==> config.mk <==
export PLATFORM = sky130hd
export DESIGN_NAME = evt_link_tx
export DESIGN_NICKNAME = d
export VERILOG_FILES = /design/src/rtl/evt_link_pkg.sv /design/src/rtl/evt_hw_capture.sv /design/src/rtl/evt_sw_fifo.sv /design/src/rtl/evt_frame_ser.sv /design/src/rtl/evt_link_tx.sv
export SDC_FILE = /design/constraint.sdc
export NUM_CORES = 1
export LEC_CHECK = 0
export ABC_AREA = 1
export ABC_CLOCK_PERIOD_IN_PS = 12500
export BUFFER_PORTS_ARGS = -buffer_cell sky130_fd_sc_hd__buf_2
export CAP_MARGIN = 20
export CELL_PAD_IN_SITES_DETAIL_PLACEMENT = 1
export CELL_PAD_IN_SITES_GLOBAL_PLACEMENT = 2
export CORE_ASPECT_RATIO = 0.75
export CORE_UTILIZATION = 25
export CTS_BUF_LIST = sky130_fd_sc_hd__clkbuf_2
export CTS_CLUSTER_DIAMETER = 60
export DETAILED_ROUTE_END_ITERATION = 10
export HOLD_SLACK_MARGIN = 0.12
export PLACE_DENSITY = 0.67
export SLEW_MARGIN = 20
export SYNTH_ARGS = -nofsm -noshare
export SYNTH_HDL_FRONTEND = slang
export SYNTH_HIERARCHICAL = 1
export SYNTH_SLANG_ARGS = --single-unit
==> constraint.sdc <==
create_clock -name clk -period 12.5 [get_ports clk]
set_clock_uncertainty 0.1 [all_clocks]
set_input_delay 2.5 -clock clk [delete_from_list [all_inputs] [get_ports clk]]
set_output_delay 2.5 -clock clk [all_outputs]
set_load 0.02 [all_outputs]
==> src/rtl/evt_link_pkg.sv <==
package evt_link_pkg;
   localparam int CODE_W    = 8;
   localparam int HW_LIMIT  = 64;
   localparam int GROUP_SZ  = 16;
   localparam int FRAME_LEN = 11;
   localparam int CNT_W     = $clog2(FRAME_LEN);

   function automatic logic even_par(input logic [CODE_W-1:0] c);
      return ^c;
   endfunction
endpackage

==> src/rtl/evt_hw_capture.sv <==
module evt_hw_capture #(
   parameter int GROUPS = 4,
   parameter int GSZ    = 16,
   localparam int N     = GROUPS * GSZ,
   localparam int IDX_W = (N > 1) ? $clog2(N) : 1
) (
   input  logic             clk,
   input  logic             rst_n,
   input  logic [N-1:0]     trig,
   input  logic [N-1:0]     clr,
   output logic             any,
   output logic [IDX_W-1:0] idx
);
   logic [N-1:0] pend;

   for (genvar g = 0; g < GROUPS; g++) begin : g_grp
      logic [GSZ-1:0] prev;
      logic [GSZ-1:0] rise;
      assign rise = trig[g*GSZ +: GSZ] & ~prev;
      always_ff @(posedge clk or negedge rst_n) begin
         if (!rst_n) begin
            prev <= '0;
            pend[g*GSZ +: GSZ] <= '0;
         end else begin
            prev <= trig[g*GSZ +: GSZ];
            pend[g*GSZ +: GSZ] <= (pend[g*GSZ +: GSZ] & ~clr[g*GSZ +: GSZ]) | rise;
         end
      end
   end

   always_comb begin
      idx = '0;
      for (int i = N - 1; i >= 0; i--)
         if (pend[i]) idx = IDX_W'(i);
   end
   assign any = |pend;
endmodule

==> src/rtl/evt_sw_fifo.sv <==
module evt_sw_fifo #(
   parameter int DEPTH  = 16,
   parameter int W      = 8,
   localparam int PTR_W = (DEPTH > 1) ? $clog2(DEPTH) : 1,
   localparam int CNT_W = $clog2(DEPTH + 1)
) (
   input  logic             clk,
   input  logic             rst_n,
   input  logic             wr,
   input  logic [W-1:0]     din,
   input  logic             rd,
   output logic [W-1:0]     dout,
   output logic             empty,
   output logic             full,
   output logic [CNT_W-1:0] count
);
   logic [W-1:0]     mem [DEPTH];
   logic [PTR_W-1:0] wp, rp;
   logic             do_wr, do_rd;

   assign full  = (count == CNT_W'(DEPTH));
   assign empty = (count == '0);
   assign do_wr = wr && !full;
   assign do_rd = rd && !empty;
   assign dout  = mem[rp];

   always_ff @(posedge clk) begin
      if (do_wr) mem[wp] <= din;
   end

   always_ff @(posedge clk or negedge rst_n) begin
      if (!rst_n) begin
         wp    <= '0;
         rp    <= '0;
         count <= '0;
      end else begin
         if (do_wr) wp <= (wp == PTR_W'(DEPTH - 1)) ? '0 : wp + 1'b1;
         if (do_rd) rp <= (rp == PTR_W'(DEPTH - 1)) ? '0 : rp + 1'b1;
         count <= count + CNT_W'(do_wr) - CNT_W'(do_rd);
      end
   end
endmodule

==> src/rtl/evt_frame_ser.sv <==
module evt_frame_ser
   import evt_link_pkg::*;
(
   input  logic              clk,
   input  logic              rst_n,
   input  logic              tick,
   input  logic              req,
   input  logic [CODE_W-1:0] code,
   output logic              take,
   output logic              line
);
   logic [FRAME_LEN-1:0] shreg;
   logic [CNT_W-1:0]     left;
   logic                 busy;

   assign take = tick && req && (!busy || left == '0);
   assign line = busy && shreg[FRAME_LEN-1];

   always_ff @(posedge clk or negedge rst_n) begin
      if (!rst_n) begin
         shreg <= '0;
         left  <= '0;
         busy  <= 1'b0;
      end else if (take) begin
         shreg <= {1'b1, code, even_par(code), 1'b0};
         left  <= CNT_W'(FRAME_LEN - 1);
         busy  <= 1'b1;
      end else if (tick && busy) begin
         if (left == '0) busy <= 1'b0;
         else begin
            shreg <= shreg << 1;
            left  <= left - 1'b1;
         end
      end
   end
endmodule

==> src/rtl/evt_link_tx.sv <==
module evt_link_tx
   import evt_link_pkg::*;
#(
   parameter int HW_GROUPS = 4,
   parameter int SW_DEPTH  = 16,
   parameter int WIN_W     = 16,
   localparam int HW_N     = HW_GROUPS * GROUP_SZ,
   localparam int HIDX_W   = (HW_N > 1) ? $clog2(HW_N) : 1,
   localparam int FCNT_W   = $clog2(SW_DEPTH + 1)
) (
   input  logic              clk,
   input  logic              rst_n,
   input  logic              bit_tick,
   input  logic [HW_N-1:0]   hw_trig,
   input  logic              sw_wr,
   input  logic [CODE_W-1:0] sw_code,
   input  logic              cycle_start,
   input  logic [WIN_W-1:0]  win_len,
   output logic              link_out,
   output logic              sw_err,
   output logic              sw_full
);
   if (HW_GROUPS < 1 || HW_N > HW_LIMIT) begin : g_bad_groups
      $error("evt_link_tx: hardware codes must fit below the software range");
   end
   if (SW_DEPTH < 2) begin : g_bad_depth
      $error("evt_link_tx: software queue depth must be at least 2");
   end

   logic              hw_any, take, sw_empty, sw_ok, win_on;
   logic [HIDX_W-1:0] hw_idx;
   logic [HW_N-1:0]   hw_clr;
   logic [CODE_W-1:0] sw_head, tx_code;
   logic [FCNT_W-1:0] fifo_cnt;
   logic [WIN_W-1:0]  win_cnt;
   logic              sw_legal;

   assign sw_legal = (sw_code >= CODE_W'(HW_LIMIT));
   assign win_on   = (win_cnt != '0);
   assign sw_ok    = !sw_empty && !win_on;
   assign tx_code  = hw_any ? CODE_W'(hw_idx) : sw_head;
   assign hw_clr   = (take && hw_any) ? (HW_N'(1) << hw_idx) : '0;

   evt_hw_capture #(.GROUPS(HW_GROUPS), .GSZ(GROUP_SZ)) hw_i (
      .clk(clk), .rst_n(rst_n), .trig(hw_trig), .clr(hw_clr),
      .any(hw_any), .idx(hw_idx)
   );

   evt_sw_fifo #(.DEPTH(SW_DEPTH), .W(CODE_W)) fifo_i (
      .clk(clk), .rst_n(rst_n), .wr(sw_wr && sw_legal), .din(sw_code),
      .rd(take && !hw_any), .dout(sw_head), .empty(sw_empty),
      .full(sw_full), .count(fifo_cnt)
   );

   evt_frame_ser ser_i (
      .clk(clk), .rst_n(rst_n), .tick(bit_tick), .req(hw_any || sw_ok),
      .code(tx_code), .take(take), .line(link_out)
   );

   always_ff @(posedge clk or negedge rst_n) begin
      if (!rst_n) begin
         win_cnt <= '0;
         sw_err  <= 1'b0;
      end else begin
         if (cycle_start)            win_cnt <= win_len;
         else if (bit_tick && win_on) win_cnt <= win_cnt - 1'b1;
         if (sw_wr && !sw_legal)     sw_err  <= 1'b1;
      end
   end
endmodule

==> impl_metrics.py <==
metrics = {
    "run_status": {
        "status": "complete, no violations",
    },
    "setup_path": {
        "max_stage_delay_ns": 0.73,
        "cp.required_ns": 13.29,
        "critical_path_class": "flop to flop",
        "start_kind": "flop",
        "crit_path_max_fanout": 8,
        "crit_end": "hw_i/pend[61]$_DFF_PN0_",
        "path_common_cell": "nand2_1",
        "endpoint_kind": "flop",
        "timing.rr.end": "hw_i/pend[61]$_DFF_PN0_",
        "rr_startpoint": "hw_i/pend[62]$_DFF_PN0_",
        "ff2ff_setup_slack_ns": 6.90,
        "worstPathArrival_ns": 6.39,
        "reg2reg_depth": 68,
        "crit_path_top_delay_cell": "nor2_1",
        "startpoint": "hw_i/pend[62]$_DFF_PN0_",
    },
    "power": {
        "vdd_drop_max_v": 0.0000490,
        "comb_power_share_pct": 13.1,
        "internal_power_uw": 1480,
        "power.switching_uw": 699,
        "switching_share_pct": 32.0,
        "p_seq_share_pct": 52.4,
        "leakage_uw": 0.00743,
        "clkPwrFrac_pct": 34.5,
        "p_per_area_nw_per_um2": 136,
    },
    "global_route": {
        "grt_pass1_wl_mm": 66.8,
        "grt_max_degree": 84,
        "grt_pass1_vias": 11715,
        "antenna_found_initial": 3,
        "grt_usage_pct": 15.0,
        "grt-ovfl-total": 0,
    },
    "sta": {
        "period_needed_ns": 5.60,
        "worst_slack_ns": 6.90,
        "finalSetupViolations": 0,
        "relSlewSlack_pct": 32.0,
        "post-route-period-util_pct": 44.8,
        "max_freq_mhz": 179,
        "tightestPinTransition_ns": 1.02,
        "rsz0062_at_grt": "no",
        "finalHoldViolations": 0,
        "tns_ns": 0,
        "maxSlewViolCount": 0,
    },
    "place": {
        "post-dp-hpwl_mm": 28.1,
        "portBuffers": 95,
        "gp_congestion": 0.758,
        "pre_cts_ws_ns": 6.90,
        "dpl.cell_count": 2356,
    },
    "floorplan": {
        "die_h_um": 208,
        "core-area_um2": 55800,
        "num_rows": 75,
        "pin_count": 96,
        "start_util_pct": 25.3,
        "die_w_um": 276,
        "die_area_um2": 57400,
    },
    "detailed_routing": {
        "wl_per_cell_um": 16.7,
        "dr.pass1.iters": 4,
        "antenna_left": 0,
        "vias_per_cell": 4.37,
        "via_count": 10974,
        "drt_iter0_drc": 393,
        "totalWireLength_mm": 41.9,
        "drc_errors": 0,
    },
    "yosys": {
        "synth_area_per_cell_um2": 9.02,
        "synth_cells": 1566,
        "ys_types": 49,
        "seq_area_frac_synth_pct": 57.9,
        "synth.net_count": 1674,
        "synth-seq-cells": 301,
        "synth_top_area_share_pct": 30.7,
        "synthTopCellsByArea": "dfrtp_1, edfxtp_1, nand2_1",
        "yosys_warnings": 6,
        "yosysTopAreaCell": "dfrtp_1",
        "synth_area_um2": 14100,
    },
    "clock_network": {
        "clk_pin_slew_ns": 0.11,
        "cts_inserted_buffers": 84,
        "cts_sinks": 301,
        "cts_resized": 0,
        "tritoncts": "built",
        "htreeDepth": 3,
        "root_buffer": "clkbuf_2",
        "worstSkewPairLatency_ns": 1.11,
        "cts_hold_buf": 0,
        "post_cts_buffers": 0,
        "cts_max_path_buffers": 3,
    },
    "finish": {
        "layout-drive-gt1-share_pct": 17.7,
        "final_cell_mix": "nand2_1, inv_1, nor2_1",
        "utilization_pct": 28.9,
        "final_cells": 2512,
        "area_delta_synth_final_pct": 14.1,
        "final_common_cell": "nand2_1",
        "fillers": 6649,
        "layout.nets": 1819,
    },
    "min_path": {
        "hold_class": "flop to flop",
        "hold_depth": 1,
    },
    "run": {
        "cap_violations": 0,
    },
}
==> flip-flops by register name, summed over array words and instances (netlist names) <==
name             cells
fifo_i/count         5
fifo_i/mem         128
fifo_i/rp            4
fifo_i/wp            4
hw_i/g_grp.prev     64
hw_i/pend           64
ser_i/busy           1
ser_i/left           4
ser_i/shreg         10
sw_err               1
win_cnt             16
==> per-layer routing <==
layer | share of wire, % | vias to the layer above | wire (um) | global-route usage, %
li1 | - | 5338 | - | -
met3 | 3.8 | 75 | 1570 | 3.28
met4 | 2.3 | 0 | 942 | 5.30
met1 | 50 | 5383 | 20900 | 21.1
met2 | 44 | 178 | 18400 | 22.7
met5 | 0 | - | 0 | 0
==> worst max-delay path: cells and delay by family (launching register included) <==
kind	cells	cell delay, ns
simple gates	64	4.48
flops	1	0.40
compound gates	2	0.29
buf+inv	2	0.18
==> power groups by stage <==
stage	sequential (uW)	clock, uW	combinational [uW]
3_3_place_gp	1160	0	279
2_1_floorplan	1150	0	184
3_5_place_dp	1170	0	291
4_1_cts	1150	798	293
5_1_grt	1150	849	328
6_report	1140	753	285
==> synth_stat cells (all sizes together) <==
cell    count
nor4        2
clkbuf      9
nand3b      6
xor2        6
nor2      213
or2         1
a21boi      1
o311ai      1
clkinv      3
dfrtp     173
edfxtp    128
xnor2       4
o21bai      1
a311oi      1
o21a        1
a31oi       2
o21ai      25
nand3     116
bufinv     15
o211ai      1
nand2     470
fa          1
nor3       10
buf        36
nand4      23
a21oi       8
o22ai      66
a21o        1
a211oi      1
o31ai       1
ha         14
inv       226
==> cells by family (layout without fill, tap and decap cells) <==
logic type	Yosys count	count (layout)	synth area share, %
DFF	301	301	57.9
AOI/OAI and AO/OA	110	110	4.73
xor gates and xnor gates	10	10	0.620
adders and majority gates	15	15	1.38
and+or+nand+nor	841	841	25.5
buffers and inverters	289	501	9.92
other	0	3	0
==> area by class of cell <==
class / instances / area (um2) / share of cell area [%]
well taps: 731 / 915 / 5.68
clock buffers: 135 / 676 / 4.19
clock inverters: 18 / 111 / 0.691
inverters: 244 / 1120 / 6.98
diodes: 3 / 7.51 / 0.0466
flip-flops and latches: 301 / 8170 / 50.7
repair buffers: 104 / 552 / 3.42
multi-input cells: 976 / 4550 / 28.2
==> worst min path at each step <==
stage	slack (ns)	start	to
after floorplan	0.30	hw_i/g_grp[0].prev[0]$_DFF_PN0_	hw_i/pend[0]$_DFF_PN0_
after global placement	0.30	hw_i/g_grp[0].prev[10]$_DFF_PN0_	hw_i/pend[10]$_DFF_PN0_
after detailed placement	0.31	hw_i/g_grp[0].prev[11]$_DFF_PN0_	hw_i/pend[11]$_DFF_PN0_
after CTS	0.26	hw_i/g_grp[3].prev[7]$_DFF_PN0_	hw_i/pend[55]$_DFF_PN0_
after global routing	0.28	hw_i/g_grp[3].prev[7]$_DFF_PN0_	hw_i/pend[55]$_DFF_PN0_
final	0.27	hw_i/g_grp[3].prev[7]$_DFF_PN0_	hw_i/pend[55]$_DFF_PN0_
==> metrics by stage <==
step | power [uW] | hold slack [ns] | cell area, um2
final | 2180 | 0.265 | 16100
after global routing | 2330 | 0.285 | 16100
after CTS | 2240 | 0.257 | 16100
after detailed placement | 1460 | 0.308 | 15300
after global placement | 1440 | 0.303 | 15300
after floorplan | 1340 | 0.299 | 14100
Power figures use the tool's default switching activity.
